==> src/rtl/rc_alu_pkg.sv <==
package rc_alu_pkg;

    // Function select encoding; values matter (sel[2] splits arithmetic from bitwise).
    typedef enum logic [2:0] {
        SEL_XFER_INC = 3'b000,
        SEL_ADD      = 3'b001,
        SEL_SUB      = 3'b010,
        SEL_DEC      = 3'b011,
        SEL_OR       = 3'b100,
        SEL_XOR      = 3'b101,
        SEL_AND      = 3'b110,
        SEL_NOT      = 3'b111
    } alu_sel_e;

    // Control terms shared by every slice.
    typedef struct packed {
        logic arith_en; // lets the ripple carry into the adder
        logic pass_b;   // B into the second adder input
        logic pass_nb;  // inverse B into the second adder input
        logic fold_b;   // B ORed into the first adder input
        logic fold_nb;  // inverse B ORed into the first adder input
    } slice_ctl_t;

endpackage

==> src/rtl/rc_alu_decode.sv <==
module rc_alu_decode
    import rc_alu_pkg::*;
(
    input  logic [2:0]  sel,
    output slice_ctl_t  ctl
);

    logic ns0, ns1, ns2;

    always_comb begin
        ns0 = ~sel[0];
        ns1 = ~sel[1];
        ns2 = ~sel[2];
        ctl.arith_en = ns2;
        ctl.pass_b   = sel[0];
        ctl.pass_nb  = sel[1];
        ctl.fold_b   = sel[2] & ns1 & ns0;   // OR function
        ctl.fold_nb  = sel[2] & sel[1] & ns0; // AND function
    end

endmodule

==> src/rtl/rc_alu_slice.sv <==
module rc_alu_slice
    import rc_alu_pkg::*;
(
    input  logic        a,
    input  logic        b,
    input  logic        ci,
    input  slice_ctl_t  ctl,
    output logic        f,
    output logic        co
);

    logic x, y, c;

    always_comb begin
        x  = a | (b & ctl.fold_b) | (~b & ctl.fold_nb);
        y  = (b & ctl.pass_b) | (~b & ctl.pass_nb);
        c  = ci & ctl.arith_en;
        f  = x ^ y ^ c;
        co = (x & y) | (x & c) | (y & c);
    end

endmodule

==> src/rtl/rc_alu.sv <==
module rc_alu
    import rc_alu_pkg::*;
#(
    parameter int N = 8
) (
    input  logic [N-1:0] opa,
    input  logic [N-1:0] opb,
    input  logic [2:0]   sel,
    input  logic         carry_in,
    output logic [N-1:0] result,
    output logic         carry_out
);

    localparam int CHAIN = N + 1;

    slice_ctl_t         ctl;
    logic [CHAIN-1:0]   cy;

    rc_alu_decode u_dec (
        .sel (sel),
        .ctl (ctl)
    );

    assign cy[0] = carry_in;

    for (genvar i = 0; i < N; i++) begin : g_slice
        rc_alu_slice u_slice (
            .a   (opa[i]),
            .b   (opb[i]),
            .ci  (cy[i]),
            .ctl (ctl),
            .f   (result[i]),
            .co  (cy[i+1])
        );
    end

    assign carry_out = cy[N];

endmodule

==> config.mk <==
export PLATFORM = sky130hd
export DESIGN_NAME = rc_alu
export DESIGN_NICKNAME = d
export VERILOG_FILES = /design/src/rtl/rc_alu_pkg.sv /design/src/rtl/rc_alu_decode.sv /design/src/rtl/rc_alu_slice.sv /design/src/rtl/rc_alu.sv
export SDC_FILE = /design/constraint.sdc
export NUM_CORES = 1
export LEC_CHECK = 0
export BUFFER_PORTS_ARGS = -buffer_cell sky130_fd_sc_hd__buf_2
export CELL_PAD_IN_SITES_DETAIL_PLACEMENT = 0
export CELL_PAD_IN_SITES_GLOBAL_PLACEMENT = 1
export CORE_UTILIZATION = 32
export DETAILED_ROUTE_END_ITERATION = 12
export GPL_TIMING_DRIVEN = 0
export PLACE_DENSITY = 0.78
export SYNTH_ARGS = -nofsm -noshare
export SYNTH_HDL_FRONTEND = slang
export SYNTH_SLANG_ARGS = --single-unit
==> constraint.sdc <==
create_clock -name vclk -period 5.9
set_input_delay 0.885 -clock vclk [all_inputs]
set_output_delay 0.885 -clock vclk [all_outputs]
set_load 0.02 [all_outputs]
==> impl_metrics.ini <==
[floorplan]
ioPinCount = 29
initial_utilization_pct = 36.0
die_w_um = 44.1
rows = 14
die-area_um2 = 1940
die_h_um = 44.1
core_um2 = 1580

[finish]
layout_commonest_cell = buf_2
antenna_cells = 0
nClkBuffers = 0
seq_cells = 0
multi_input_area_um2 = 502
nets = 113
post-route-util_pct = 49.7
fill_cells = 149
drive_gt1_share_pct = 69.9
mostFrequentLayoutCells = 26 x buf_2, 9 x buf_4, 7 x fa_2
regArea_um2 = 0
syn_to_final_growth_pct = 38.2

[global_routing]
grt_pass1_vias = 420
grt_max_degree = 10
track_usage_pct = 11.3
antenna_found_initial = 0
grt_overflow = 0
grt_first_pass_wirelength_um = 1720

[logic_synthesis]
syn_nets = 83
syn_area_per_cell_um2 = 10.3
ys_seq_area_share_pct = 0
synth.distinct_cells = 15
yosys.area.top_type = fa_1
synth_top_cell_area_share_pct = 28.3
synth_compound_area_share_pct = 11.0
syn-cell-area_um2 = 567
synth_area_leaders = fa_1 28%, mux2_2 12%, buf_4 11%, xor2_1 9.3%, a21o_1 7.9%
yosys.area_share.adder_pct = 28.3
synthMuxAreaShare_pct = 15.5
yosys_warnings = 0
syn_inst = 55
synth_top_family_by_area = adder cells
synth-simple-area-share_pct = 11.0
synth_xor_area_share_pct = 15.0

[pwr]
p_leak_nw = 0.405
vdd_drop_max_mv = 0.0518
power_density_nw_per_um2 = 125
power_uw = 98.2

[timing]
worstMarginPinSlew_ps = 260
setup_viol = 1
fin_crit_sh_pct = 103
slew_headroom_pct = 82.6
finalHoldViolations = 0
max_freq_mhz = 165
rsz0062_at_grt = yes
drv_slew = 0
period_needed_ps = 6050
timing.final.ws_setup_ps = -148

[detailed_routing]
dr.pass1.iters = 5
viasPerCell = 4.46
post-route-drc-count = 0
wl_per_cell_um = 10.1
dr_total_vias = 442
drt_iter0_drc = 2
ant_nets = 0
drt_wl_total_um = 996

[placement]
numPortBuffers = 28
place_ws_ps = -353
dp.final_hpwl_um = 859
gp_congestion = 0.707

[min_path]
hold_path_depth = 5
hold_class = in2out
hp-start = opa[7]
worstHoldEndpoint = carry_out

[setup_path]
end_kind = output pin
required_ps = 5020
crit_fanout = 7
critical_path_class = in2out
setup.worst_path.start_class = input port
arrival_ps = 5160

[run_status]
violations = negative setup slack
status = finished with violations

[job]
maxCapViolCount = 0

[clock_network]
hold_buffers = 0
[how the worst max path moves through the flow]
| stage | startpoint | to | slack [ps] |
|---|---|---|---|
| final | sel[1] | result[7] | -150 |
| after global routing | sel[1] | result[7] | -330 |
| after CTS | sel[1] | result[7] | -240 |
| after detailed placement | sel[2] | result[7] | -350 |
| after global placement | sel[2] | result[7] | -330 |
| after floorplan | sel[1] | result[7] | -6 |
[repair_timing]
item	CTS	global route
setup buffers	1	0
resized for setup	6	2
endpoints found under the setup margin	2	3
pin swaps	5	5
[stage by stage]
stage	cells	hold WS, ps	cell area (um2)	TNS (ps)
floorplan	55	2120	589	-5.85
global placement	99	2330	749	-334
detailed placement	99	2340	749	-370
CTS	99	2360	776	-244
global route	99	2360	783	-362
finish	99	2330	783	-148
[where the power goes]
group	switching, mW	total (mW)	internal, mW	leakage (nW)
clock network	0	0	0	0
registers	0	0	0	0
logic	0.0474	0.0982	0.0508	0.405
total	0.0474	0.0982	0.0508	0.405
[final cells by class]
class | instances | area share, %
Buffer | 10 | 12.0
Inverter | 3 | 1.44
Multi-Input combinational cell | 41 | 64.1
Tap cell | 16 | 2.56
Timing Repair Buffer | 29 | 20.0
[worst max-delay path: stages]
cell      delay [ps]
buf_8            120
buf_8            130
xor2_4           150
a21oi_4          120
fa_2             210
nor2_2            40
fa_2             340
and2b_1          170
fa_2             310
and2b_1          170
fa_2             310
and2b_1          170
fa_2             320
and2b_1          170
fa_2             310
and2b_1          170
fa_2             320
nand2b_1         100
fa_1             390
inv_1             80
buf_6             90
buf_6            100
[kinds of logic (layout without fill, tap and decap cells)]
logic type | after synthesis | in the layout
AO/OA/AOI/OAI | 8 | 8
adder cells (fa/ha/maj) | 8 | 8
XOR/XNOR | 8 | 8
multiplexers | 8 | 8
buffers and inverters | 14 | 42
AND/OR/NAND/NOR | 9 | 9
[cell usage after synthesis (all sizes together)]
cell     n
a21o     6
a21oi    2
and2b    5
buf     11
fa       8
inv      3
mux2     6
mux2i    2
nand2b   2
nor2     1
nor2b    1
xor2     8
[routing by layer]
metal	up-vias	global-route usage [%]	share of wire (%)
met2	11	22.9	58
met4	0	0	0
met3	0	0	1.7
met5	-	0	0
li1	223	-	-
met1	208	14.1	41
Note: power is estimated with default switching activity, not from simulation.
